### src/rtl/cc_pkg.sv
package cc_pkg;

  typedef enum logic [2:0] {
    ST_IDLE,
    ST_DELAY,
    ST_RUNIN,
    ST_HOLD,
    ST_START,
    ST_DATA
  } seq_state_e;

  localparam int unsigned CHAR_W       = 7;
  localparam int unsigned RUNIN_CYCLES = 7;
  localparam int unsigned HOLD_BITS    = 2;
  localparam int unsigned WORD_BITS    = 2 * (CHAR_W + 1);

  function automatic logic odd_par(input logic [CHAR_W-1:0] c);
    return ~^c;
  endfunction

endpackage

### src/rtl/cc_phase_acc.sv
module cc_phase_acc #(
  parameter int unsigned ACC_W     = 24,
  parameter int unsigned PHASE_INC = 625714,
  parameter int unsigned PH_W      = 6
) (
  input  logic            clk,
  input  logic            rst_n,
  input  logic            clr,
  input  logic            en,
  output logic            tick,
  output logic [PH_W-1:0] ph
);

  logic [ACC_W-1:0] acc_q, acc_d;
  logic [ACC_W:0]   sum;

  always_comb begin
    sum  = {1'b0, acc_q} + (ACC_W+1)'(PHASE_INC);
    tick = en & sum[ACC_W];
  end

  always_comb begin
    acc_d = acc_q;
    if (clr)     acc_d = '0;
    else if (en) acc_d = sum[ACC_W-1:0];
  end

  always_ff @(posedge clk or negedge rst_n) begin
    if (!rst_n) acc_q <= '0;
    else        acc_q <= acc_d;
  end

  assign ph = acc_q[ACC_W-1 -: PH_W];

  generate
    if (PHASE_INC < (1 << (ACC_W-1))) begin : g_sparse
      AST_TICK_SPARSE: assert property (@(posedge clk) disable iff (!rst_n)
        (en && tick) |=> !tick);
    end
  endgenerate

endmodule

### src/rtl/cc_wave_lut.sv
module cc_wave_lut #(
  parameter int unsigned IDX_W     = 4,
  parameter int unsigned QW        = 8,
  parameter int unsigned OUT_W     = 8,
  parameter int unsigned BLANK_LVL = 60,
  parameter int unsigned HIGH_LVL  = 160
) (
  input  logic [IDX_W+1:0] ph_i,
  output logic [OUT_W-1:0] level_o
);

  localparam int unsigned N   = 1 << IDX_W;
  localparam int unsigned AMP = (HIGH_LVL - BLANK_LVL) / 2;
  localparam int unsigned MID = BLANK_LVL + AMP;
  localparam int unsigned PW  = OUT_W + QW + 2;

  function automatic int unsigned qval(input int unsigned k);
    return (k * (2*N - k) * (1 << QW)) / (N * N);
  endfunction

  logic [QW:0] tbl [0:N];

  generate
    for (genvar k = 0; k <= N; k++) begin : g_tbl
      assign tbl[k] = (QW+1)'(qval(k));
    end
  endgenerate

  logic [IDX_W+1:0] phs;
  logic [1:0]       quad;
  logic [IDX_W:0]   idx, midx;
  logic [QW:0]      mag;
  logic [PW-1:0]    prod;
  logic [OUT_W-1:0] scaled;

  always_comb begin
    phs     = ph_i + (IDX_W+2)'(3 << IDX_W);
    quad    = phs[IDX_W+1:IDX_W];
    idx     = {1'b0, phs[IDX_W-1:0]};
    midx    = (IDX_W+1)'(N) - idx;
    mag     = quad[0] ? tbl[midx] : tbl[idx];
    prod    = PW'(AMP) * PW'(mag);
    scaled  = OUT_W'(prod >> QW);
    level_o = quad[1] ? (OUT_W'(MID) - scaled) : (OUT_W'(MID) + scaled);
  end

endmodule

### src/rtl/cc_seq_fsm.sv
module cc_seq_fsm
  import cc_pkg::*;
#(
  parameter int unsigned DELAY_SAMPLES = 142
) (
  input  logic              clk,
  input  logic              rst_n,
  input  logic              go,
  input  logic [CHAR_W-1:0] char0,
  input  logic [CHAR_W-1:0] char1,
  input  logic              tick,
  output seq_state_e        state,
  output logic              acc_clr,
  output logic              acc_en,
  output logic              data_bit,
  output logic              busy
);

  localparam int unsigned DLY_W = $clog2(DELAY_SAMPLES + 1);
  localparam int unsigned BIT_W = $clog2(WORD_BITS);

  seq_state_e           state_q, state_d;
  logic [DLY_W-1:0]     dly_q, dly_d;
  logic [BIT_W-1:0]     bit_q, bit_d;
  logic [WORD_BITS-1:0] shr_q, shr_d;

  always_comb begin
    state_d = state_q;
    dly_d   = dly_q;
    bit_d   = bit_q;
    shr_d   = shr_q;
    acc_clr = 1'b0;
    unique case (state_q)
      ST_IDLE: if (go) begin
        state_d = ST_DELAY;
        dly_d   = '0;
        shr_d   = {odd_par(char1), char1, odd_par(char0), char0};
      end
      ST_DELAY: begin
        if (dly_q == DLY_W'(DELAY_SAMPLES - 1)) begin
          state_d = ST_RUNIN;
          acc_clr = 1'b1;
          bit_d   = '0;
        end else begin
          dly_d = dly_q + 1'b1;
        end
      end
      ST_RUNIN: if (tick) begin
        if (bit_q == BIT_W'(RUNIN_CYCLES - 1)) begin
          state_d = ST_HOLD;
          bit_d   = '0;
        end else begin
          bit_d = bit_q + 1'b1;
        end
      end
      ST_HOLD: if (tick) begin
        if (bit_q == BIT_W'(HOLD_BITS - 1)) begin
          state_d = ST_START;
          bit_d   = '0;
        end else begin
          bit_d = bit_q + 1'b1;
        end
      end
      ST_START: if (tick) begin
        state_d = ST_DATA;
        bit_d   = '0;
      end
      ST_DATA: if (tick) begin
        shr_d = shr_q >> 1;
        if (bit_q == BIT_W'(WORD_BITS - 1)) state_d = ST_IDLE;
        else                                bit_d   = bit_q + 1'b1;
      end
      default: state_d = ST_IDLE;
    endcase
  end

  always_ff @(posedge clk or negedge rst_n) begin
    if (!rst_n) begin
      state_q <= ST_IDLE;
      dly_q   <= '0;
      bit_q   <= '0;
      shr_q   <= '0;
    end else begin
      state_q <= state_d;
      dly_q   <= dly_d;
      bit_q   <= bit_d;
      shr_q   <= shr_d;
    end
  end

  assign state    = state_q;
  assign acc_en   = (state_q inside {ST_RUNIN, ST_HOLD, ST_START, ST_DATA});
  assign data_bit = shr_q[0];
  assign busy     = (state_q != ST_IDLE);

  AST_RUNIN_COUNT: assert property (@(posedge clk) disable iff (!rst_n)
    (state_q == ST_RUNIN) |-> (bit_q < BIT_W'(RUNIN_CYCLES)));
  AST_NO_RESTART: assert property (@(posedge clk) disable iff (!rst_n)
    (state_q inside {ST_RUNIN, ST_HOLD, ST_START, ST_DATA}) |=> (state_q != ST_DELAY));
  AST_WORD_HELD: assert property (@(posedge clk) disable iff (!rst_n)
    (state_q inside {ST_DELAY, ST_RUNIN, ST_HOLD, ST_START}) |=> (shr_q == $past(shr_q)));
  AST_BUSY_ENDS_ON_TICK: assert property (@(posedge clk) disable iff (!rst_n)
    (busy && !tick) |=> busy);

endmodule

### src/rtl/cc_line_seq.sv
module cc_line_seq
  import cc_pkg::*;
#(
  parameter int unsigned ACC_W         = 24,
  parameter int unsigned PHASE_INC     = 625714,
  parameter int unsigned DELAY_SAMPLES = 142,
  parameter int unsigned IDX_W         = 4,
  parameter int unsigned QW            = 8,
  parameter int unsigned OUT_W         = 8,
  parameter int unsigned BLANK_LVL     = 60,
  parameter int unsigned HIGH_LVL      = 160
) (
  input  logic             clk,
  input  logic             rst_n,
  input  logic             line_go,
  input  logic [6:0]       char0,
  input  logic [6:0]       char1,
  output logic             busy,
  output logic [OUT_W-1:0] level
);

  localparam int unsigned PH_W = IDX_W + 2;

  logic [1:0] rst_sync;
  logic       rst_n_q;

  always_ff @(posedge clk or negedge rst_n) begin
    if (!rst_n) rst_sync <= 2'b00;
    else        rst_sync <= {rst_sync[0], 1'b1};
  end
  assign rst_n_q = rst_sync[1];

  seq_state_e       state;
  logic             acc_clr, acc_en, tick, data_bit;
  logic [PH_W-1:0]  ph;
  logic [OUT_W-1:0] sine_lvl, level_d, level_q;

  cc_phase_acc #(.ACC_W(ACC_W), .PHASE_INC(PHASE_INC), .PH_W(PH_W)) u_acc (
    .clk(clk), .rst_n(rst_n_q), .clr(acc_clr), .en(acc_en), .tick(tick), .ph(ph)
  );

  cc_seq_fsm #(.DELAY_SAMPLES(DELAY_SAMPLES)) u_fsm (
    .clk(clk), .rst_n(rst_n_q), .go(line_go), .char0(char0), .char1(char1),
    .tick(tick), .state(state), .acc_clr(acc_clr), .acc_en(acc_en),
    .data_bit(data_bit), .busy(busy)
  );

  cc_wave_lut #(.IDX_W(IDX_W), .QW(QW), .OUT_W(OUT_W),
                .BLANK_LVL(BLANK_LVL), .HIGH_LVL(HIGH_LVL)) u_lut (
    .ph_i(ph), .level_o(sine_lvl)
  );

  always_comb begin
    unique case (state)
      ST_RUNIN: level_d = sine_lvl;
      ST_START: level_d = OUT_W'(HIGH_LVL);
      ST_DATA:  level_d = data_bit ? OUT_W'(HIGH_LVL) : OUT_W'(BLANK_LVL);
      default:  level_d = OUT_W'(BLANK_LVL);
    endcase
  end

  always_ff @(posedge clk or negedge rst_n_q) begin
    if (!rst_n_q) level_q <= OUT_W'(BLANK_LVL);
    else          level_q <= level_d;
  end

  assign level = level_q;

  AST_DELAY_QUIET: assert property (@(posedge clk) disable iff (!rst_n_q)
    (state inside {ST_IDLE, ST_DELAY, ST_HOLD}) |=> (level == OUT_W'(BLANK_LVL)));
  AST_RUNIN_SPAN: assert property (@(posedge clk) disable iff (!rst_n_q)
    (state == ST_RUNIN) |=> (level >= OUT_W'(BLANK_LVL) && level <= OUT_W'(HIGH_LVL)));
  AST_DATA_TWO_LEVEL: assert property (@(posedge clk) disable iff (!rst_n_q)
    (state == ST_DATA) |=> (level == OUT_W'(BLANK_LVL) || level == OUT_W'(HIGH_LVL)));
  AST_START_HIGH: assert property (@(posedge clk) disable iff (!rst_n_q)
    (state == ST_START) |=> (level == OUT_W'(HIGH_LVL)));

endmodule

### config.mk
export PLATFORM = sky130hd
export DESIGN_NAME = cc_line_seq
export DESIGN_NICKNAME = d
export VERILOG_FILES = /design/src/rtl/cc_pkg.sv /design/src/rtl/cc_phase_acc.sv /design/src/rtl/cc_wave_lut.sv /design/src/rtl/cc_seq_fsm.sv /design/src/rtl/cc_line_seq.sv
export SDC_FILE = /design/constraint.sdc
export NUM_CORES = 1
export LEC_CHECK = 0
export ABC_AREA = 0
export ABC_CLOCK_PERIOD_IN_PS = 3200
export BUFFER_PORTS_ARGS = -buffer_cell sky130_fd_sc_hd__buf_2
export CORE_UTILIZATION = 50
export CTS_CLUSTER_DIAMETER = 30
export DETAILED_ROUTE_END_ITERATION = 7
export PLACE_DENSITY = 0.68
export SETUP_SLACK_MARGIN = 0.1
export SYNTH_ARGS = -nofsm -noshare
export SYNTH_HDL_FRONTEND = slang
export SYNTH_SLANG_ARGS = --single-unit
### constraint.sdc
create_clock -name clk -period 3.2 [get_ports clk]
set_input_delay 0.32 -clock clk [delete_from_list [all_inputs] [get_ports clk]]
set_output_delay 0.32 -clock clk [all_outputs]
set_load 0.05 [all_outputs]
# Yosys cells after proc, flatten, opt, wreduce, memory -nomap -nowiden
# Memories as Yosys holds them, arrays and structs flattened.
# Index checks and enable logic that the tools add are counted.
# classes
mul	1
mux	37
eq_ne	20
magnitude_cmp	2
bitwise_logic	3
n_reduce_logical	13
add_sub_neg	7
# ops
op	n
24-bit two-way mux	2
9-bit two-way mux	5
16-bit two-way mux	2
4-bit two-way mux	8
8-bit two-way mux	4
16-bit case mux with 2 select lines	1
3-bit two-way mux	9
24-bit by 20-bit adder with 25-bit output (second input constant)	1
8-bit case mux with 3 select lines	1
4-bit case mux with 5 select lines	1
3-bit case mux with 6 select lines	1
8-bit case mux with 2 select lines	1
5-bit by 9-bit multiplier with 14-bit output (first input constant)	1
2-bit inequality test (second input constant)	7
7-bit XNOR reduction	2
6-bit greater-or-equal comparator (second input constant)	2
9-bit AND reduction	1
7-bit by 7-bit adder with 8-bit output (first input constant)	1
8-bit by 1-bit adder with 8-bit output (second input constant)	1
8-bit equality test (second input constant)	1
2-bit by 1-bit inequality test with 1-bit output (second input constant)	4
7-bit by 7-bit subtractor with 8-bit output (first input constant)	1
7-bit AND reduction	1
6-bit adder (second input constant)	1
18 further kinds	24
# totals
romBits	576
output_inout_bits	9
memories	2
ff_bits	65
# mem_list
name	words	width	rd	rd_ports_with_merged_regs	write_ports	line_no	source
(no name shown)	32	9	1	0	0	cc_wave_lut.sv:41	mag = quad[0] ? tbl[midx] : tbl[idx];
(no name shown)	32	9	1	0	0	cc_wave_lut.sv:41	

# Longest topological paths before layout
# Gate-level depths: netlist (run 1).
# logic_depth
word_depth	11
ltp_mapped	27
mapped_depth_nobuf	25

# Modules after synthesis
# Synthesis (run 1) repeated with hierarchy kept, for this count alone.
# unflattened
cells_unflattened	571
area_unflattened_um2	5322.6
# by_module_without_submodules
mod	area_each_um2	n_inst	cells_each
cc_seq_fsm	1874.3	1	194
cc_wave_lut	1566.5	1	186
cc_phase_acc	1516.5	1	165
cc_line_seq	365.4	1	26

# Least setup slack after synthesis (run 1)
# OpenSTA, ideal clock, no wires.
# synth_path
kind	reg-to-reg
from	register u_acc.acc_q[18]
to	register level_q[6] (netlist: level[6])
t_arrival_ns	5.905
path_buffers	2
period_less_slack_ns	5.991
setup_slack_ns	-2.791
stages_incl_launch_ff	28
setup_time_ns	0.086
path_cell_list	dfrtp_1 > buf_2 > inv_1 > ha_1 > inv_1 > ha_1 > mux2_2 > o211ai_1 > o21ai_0 > or2_2 > nor2_1 > ha_1 > ha_1 > fa_1 > ha_1 > inv_1 > a2111o_1 > o31a_1 > buf_6 > xnor2_1 > ha_1 > and2_1 > nand3b_1 > mux2i_1 > o22ai_1 > and3_1 > o31a_1 > nor3_1
# synth_between
elab_chain_len	11
word_cells_on_any_way	16
# synth_lines
item	line_no	source
start: declaration	cc_phase_acc.sv:14	logic [ACC_W-1:0] acc_q, acc_d;
start signal: assignment	cc_phase_acc.sv:29	if (!rst_n) acc_q <= '0;
start signal: assignment	cc_phase_acc.sv:30	else acc_q <= acc_d;
6-bit adder (*)	cc_wave_lut.sv:37	phs = ph_i + (IDX_W+2)'(3 << IDX_W);
5-bit by 4-bit subtractor with 5-bit output	cc_wave_lut.sv:40	midx = (IDX_W+1)'(N) - idx;
5-bit inverter with 6-bit output (not written as such)	cc_wave_lut.sv:41	
memory read 32 x 9 bit	-	
9-bit two-way mux (not written as such) (2 in a row)	cc_wave_lut.sv:41	
9-bit two-way mux	cc_wave_lut.sv:41	
5-bit by 9-bit multiplier with 14-bit output	cc_wave_lut.sv:42	prod = PW'(AMP) * PW'(mag);
7-bit by 7-bit adder with 8-bit output / 7-bit by 7-bit subtractor with 8-bit output (equally long branches)	cc_wave_lut.sv:44	level_o = quad[1] ? (OUT_W'(MID) - scaled) : (OUT_W'(MID) + scaled);
8-bit two-way mux (*)	cc_wave_lut.sv:44	
8-bit case mux with 3 select lines (*)	cc_line_seq.sv:54	unique case (state)
net level_d[6]	cc_line_seq.sv:36	logic [OUT_W-1:0] sine_lvl, level_d, level_q;
end signal: assignment	cc_line_seq.sv:63	if (!rst_n_q) level_q <= OUT_W'(BLANK_LVL);
end signal: assignment	cc_line_seq.sv:64	else level_q <= level_d;
end: declaration	cc_line_seq.sv:36	
# Mark *: on every way through the listed nets, which the timed path passes. The rest lies on a longest branch. The select of a mux whose other input is x is not followed.
# A chain may end at the register's enable or synchronous reset.

# Final worst setup path (run 1)
# Ends and elaborated chain as after synthesis.

==> metrics.txt, run 1 <==
HP Class input pin to asynchronous set/reset pin; Synth Area in Adders between 10% and 20%; CP max stage delay 0.45 ns; critical path arrival 5.76 ns; number of max-cap violations 0; DP Area 5490 um2; die width slightly below 100 um; via density per instance between 5 and 6; cell count after synthesis between 500 and 600; post-layout util about two thirds; CP max FO 3; Final nets 699; Max Slew Vio Count 0; setup total negative slack -14.63 ns; routed vias ~4,200; status finished, violations left; fraction of registers with async set/reset 100%; Final Skew 0.00814 ns; global-route wire length before repair approximately 19,000 um; CTS tree built; vias in the first global route 4,139; Starting DRT DRC Count 291; grt ovf 0; Syn Area/Cell 8.92 um2; Setup Viol. Count Final 8; crit-path most repeated cell ha_4; Initial Util 51.2%; simple-gate portion of the synthesized area a little under a fifth; number of port buffers 25; fin crit share 172%; Post-synth top flop dfrtp_1; WL final 11,200 um; Synth Area in Compound Gates 16.4%; Startpoint Class register; antenna cells 0; xor and xnor area share after synthesis 9.51%; Post-route DRC 0; layout cells sized above 1 31.1%; dpl ws -2.09 ns; Final WS setup -2.29 ns; Final Cell Area 6170 um2; slowest cell on the critical path fa_1; worst path bufs/invs 4; RSZ-0062 raised after global routing yes; Max-slew headroom 31.4%; Fill cells 729; most frequent cells in the layout buf_4 (95), nor2_1 (66), dfrtp_1 (59); Worst Path Required 3.47 ns; CTS buffer count 9; I/O pin cnt 26; Final Hold Viols 0; Critical Path End Type register; synth warn 0; H-tree depth 3; library cells used by synthesis 65; CP Class register to register; Worst Tran Pin Value 1.03 ns; WL/cell 14.8 um; syn nets 588; Clock Tree Root clkbuf_8; Clk Latency, worst-skew pair 0.35 ns; fmax roughly 180 MHz; row count 35; HPWL Detailed 7640 um; EDFF count, synth 0; register area share after synthesis roughly 34%; post-layout min period roughly 5.5 ns; mux cell area share after synthesis 4.78%; Top delay family on crit path adder cells; Core ar. a little over 9000 um2; GPL Wtd Cong 0.913; area growth from synthesis to layout 31.0%; Detail Route Antenna Nets 0; GRT Total Usage 24.2%; Worst-path clk slew 0.07 ns; initial antenna violation count 0; commonest non-fill, non-tap cell in the layout buf_4; Max Buffers Root-to-Sink 2; area of the die 9820 um2; DIE HEIGHT 99.1 um; DRT Pass-1 Iters 6; largest net degree at the start of global routing 49; Yosys reg bits 64; failing checks setup timing; clock sinks 64; largest family of logic cells by synthesized area simple AND/OR/NAND/NOR gates; Synth Cell Area 4710 um2
## cells in the mapped netlist (all sizes together), types with 4 or more instances
library cell	n	area share, %
and2	6	0.80
nand4	9	1.3
nor2b	6	0.80
o22ai	4	0.53
ha	40	11
nand2	34	2.7
xor2	19	3.5
a21o	5	0.80
xnor2	30	6.0
nor3	11	1.4
nand3	13	1.4
a211oi	6	0.96
or3	7	0.93
inv	27	2.2
a31oi	12	1.6
o21a	4	0.64
a21oi	39	4.1
and3	7	0.93
mux2	4	0.96
buf	8	1.1
clkbuf	17	1.4
mux2i	18	3.8
o21ai	23	2.4
dfstp	4	2.2
dfrtp	60	32
nor2	68	5.4
## worst paths after layout
| path | from | to | slack (ns) | cells past startpoint |
|---|---|---|---|---|
| worst max-delay path | u_acc.acc_q[18]$_DFFE_PN0P_ | level[6]$_DFF_PN0_ | -2.29 | 26 |
| worst min-delay path | rst_n | rst_sync[1]$_DFF_PN0_ | 0.27 | 2 |
| worst max register to register | u_acc.acc_q[18]$_DFFE_PN0P_ | level[6]$_DFF_PN0_ | -2.29 | 26 |
| worst min register to register | rst_sync[0]$_DFF_PN0_ | rst_sync[1]$_DFF_PN0_ | 0.37 | 0 |
| max in group asynchronous | rst_sync[1]$_DFF_PN0_ | level[5]$_DFF_PN1_ | 1.86 | 1 |
| min in group clk | char0[4] | u_fsm.shr_q[4]$_DFFE_PN0P_ | 0.31 | 3 |
## layer usage
layer / up-vias / GRT usage, % / wire length (um)
met5: - / 0 / 0
met4: 0 / 7.81 / 237
met3: 27 / 5.04 / 323
met2: 73 / 41.1 / 5610
met1: 2029 / 31.0 / 5030
li1: 2067 / - / -
## layout make-up
type | count | area, um2 | area share [%]
Clock buffer | 12 | 155 | 2.51
Clock inverter | 4 | 51.3 | 0.831
Inverter | 28 | 113 | 1.82
Multi-Input combinational cell | 411 | 3220 | 52.1
Sequential cell | 64 | 1610 | 26.0
Tap cell | 111 | 139 | 2.25
Timing Repair Buffer | 125 | 893 | 14.5
## cells by family (layout without fill, tap and decap cells)
logic type,count (synthesis),count (layout)
compound gates,118,118
xor+xnor,49,49
fa+ha+maj,43,43
buf+inv,53,169
flops,64,64
mux,22,22
other cells,1,1
simple gates,178,178
## repair_timing
item / CTS / global route
resized for setup: 19 / 26
setup endpoints to repair: 8 / 8
gates cloned: 0 / 0
setup buffers: 24 / 8
hold buffers: 1 / 0
endpoints found under the hold margin: 2 / 0
pin swaps: 17 / 22
## state kept, by name (all words and copies together) (netlist names)
name,count
u_fsm.shr_q,16
u_fsm.bit_q,4
u_fsm.dly_q,8
u_acc.acc_q,23
level,8
u_fsm.state,3
rst_sync,2
## stage by stage
step / std cells / hold WS (ns)
floorplan: 528 / 0.0244
global placement: 710 / 0.104
detailed placement: 710 / 0.107
CTS: 751 / 0.255
global route: 755 / 0.269
finish: 755 / 0.269
Power of run 1 is left out: the tool's default activity adds up to more than one toggle a clock period on the data nets, which glitch-free logic cannot reach.
==> run 2, diff against run 1 <==
CELL_PAD_IN_SITES_DETAIL_PLACEMENT = 0   (was unset)
CELL_PAD_IN_SITES_GLOBAL_PLACEMENT = 2   (was unset)
CORE_UTILIZATION = 42   (was 50)
PLACE_DENSITY = 0.87   (was 0.68)
==> run 2 against run 1 <==
- the flow still finishes with violations (setup timing)
- sequential cell count stayed put
- fmax grew 2.7%
- register-to-register slack better by 0.14 ns
- worst hold slack gained 0.018 ns
- final area is 0.71% lower
- critical path depth decreased by 3
- setup slack gained 0.14 ns
- via count fell by 1.2%
- highest routed layer unchanged
==> metrics.txt, run 2 (synthesis results as in run 1) <==
Final WS setup -2.15 ns; CP max stage delay around 0.46 ns; row count 38; grt ovf 0; Post-route DRC 0; H-tree depth 3; DP Area ~5500 um2; Critical Path End Type register; area growth from synthesis to layout 30.1%; clock sinks 64; Clk Latency, worst-skew pair 0.34 ns; Largest Register u_acc.acc_q; Initial Util 43.3%; critical path arrival 5.62 ns; fmax 187 MHz; status finished, violations left; Final nets ~700; fin crit share 167%; HP Class input pin to asynchronous set/reset pin; DRT Pass-1 Iters 4; CTS buffer count 9; Top delay family on crit path adder cells; Worst Tran Pin Value approximately 0.7 ns; HPWL Detailed 8000 um; WL final between 10,000 and 15,000 um; Max-slew headroom 53.4%; Startpoint Class register; max FFs per register 23; via density per instance between 5 and 6; worst path bufs/invs 5; crit-path most repeated cell ha_4; Setup Viol. Count Final 8; Worst-path clk slew approximately 0.080 ns; antenna cells 0; WL/cell 14.1 um; Final Cell Area approximately 6100 um2; commonest non-fill, non-tap cell in the layout buf_4; CP max FO 6; number of max-cap violations 0; sequence of cells on the critical path clkinv_4, ha_4, inv_4, ha_4, mux2_4, o211ai_1, o21ai_1, or2_4, nor2_4, ha_4, ha_4, fa_2, ha_4, inv_2, a2111o_1, o31a_1, buf_4, buf_6, o211a_4, xnor2_4, a21oi_2, or3_1, a21o_1; post-layout min period 5.35 ns; GRT Total Usage 20.4%; slowest cell on the critical path fa_2; Fill cells 1,005; die width 108 um; initial antenna violation count 0; Final Hold Viols 0; area of the die 11,600 um2; I/O pin cnt 26; CP Class register to register; layout cells sized above 1 30.3%; Max Buffers Root-to-Sink 2; Core ar. roughly 11,000 um2; Placed Instances 742; Post-Layout Cell Count about 790; global-route wire length before repair 19,000 um; number of port buffers 25; Detail Route Antenna Nets 0; Clock Tree Root clkbuf_8; DIE HEIGHT 108 um; GPL Wtd Cong 0.811; Worst Path Required 3.47 ns; Max Slew Vio Count 0; setup total negative slack -14.16 ns; post-layout util 56.3%; Final Skew 0.00902 ns; CTS tree built; vias in the first global route 4,252; failing checks setup timing; RSZ-0062 raised after global routing yes; Regs by FF count u_acc.acc_q (23), u_fsm.shr_q (16); largest net degree at the start of global routing 32; most frequent cells in the layout buf_4 (98), nor2_1 (66), dfrtp_1 (59); routed vias 4,145; Starting DRT DRC Count 111
run 2: cell types whose count changed in the layout (fill, tap and decap cells not counted), sizes merged:
| cell | previous run | this run |
|---|---|---|
| buf | 124 | 126 |
| clkinvlp | 1 | 2 |
| inv | 27 | 26 |
| bufinv | 1 | 0 |
| clkinv | 3 | 4 |
run 2: what timing repair did:
item / in CTS / in global routing
pin swaps: 19 / 10
cloned: 0 / 0
hold endpoints to repair: 2 / 0
setup endpoints to repair: 8 / 8
setup buffers: 24 / 7
hold buffers: 1 / 0
resized for setup: 19 / 16
run 2: metrics by stage:
step | hold slack, ns | setup WS, ns
after floorplan | 0.0244 | -2.17
after global routing | 0.271 | -2.33
after detailed placement | 0.107 | -2.15
after CTS | 0.275 | -2.11
final | 0.287 | -2.15
after global placement | 0.104 | -1.98
run 2: final timing paths:
check / startpoint / to / slack, ns / depth (start not counted)
max: u_acc.acc_q[18]$_DFFE_PN0P_ / level[5]$_DFF_PN1_ / -2.15 / 23
min: rst_n / rst_sync[1]$_DFF_PN0_ / 0.29 / 2
max reg2reg: u_acc.acc_q[18]$_DFFE_PN0P_ / level[5]$_DFF_PN1_ / -2.15 / 23
min reg2reg: rst_sync[1]$_DFF_PN0_ / u_acc.acc_q[8]$_DFFE_PN0P_ / 0.32 / 0
max in group asynchronous: rst_sync[1]$_DFF_PN0_ / level[5]$_DFF_PN1_ / 2.08 / 1
min in group clk: char1[0] / u_fsm.shr_q[8]$_DFFE_PN0P_ / 0.31 / 3
run 2: layout make-up:
| class | count | area (um2) | share of cell area (%) |
|---|---|---|---|
| Multi-Input combinational cell | 411 | 3140 | 51.3 |
| Sequential cell | 64 | 1610 | 26.2 |
| Tap cell | 140 | 175 | 2.86 |
| Timing Repair Buffer | 127 | 905 | 14.8 |
| Clock inverter | 4 | 28.8 | 0.469 |
| Inverter | 28 | 115 | 1.88 |
| Clock buffer | 12 | 155 | 2.53 |
run 2: routing by layer:
| metal | part of all wire (%) | global-route usage [%] |
|---|---|---|
| met5 | 0 | 0 |
| met2 | 50 | 36.3 |
| met3 | 2.4 | 4.42 |
| met4 | 1.1 | 4.70 |
| met1 | 47 | 25.0 |
run 2: worst reg2reg max path, delay by kind of cell (launching register included):
kind / cells / cell delay [ns]
DFF: 1 / 0.41
and+or+nand+nor: 3 / 0.78
xor gates and xnor gates: 1 / 0.23
buffers and inverters: 5 / 0.43
muxes: 1 / 0.29
adders and majority gates: 6 / 1.63
AOI/OAI and AO/OA: 7 / 1.50
Power of run 2 is left out for the same reason.
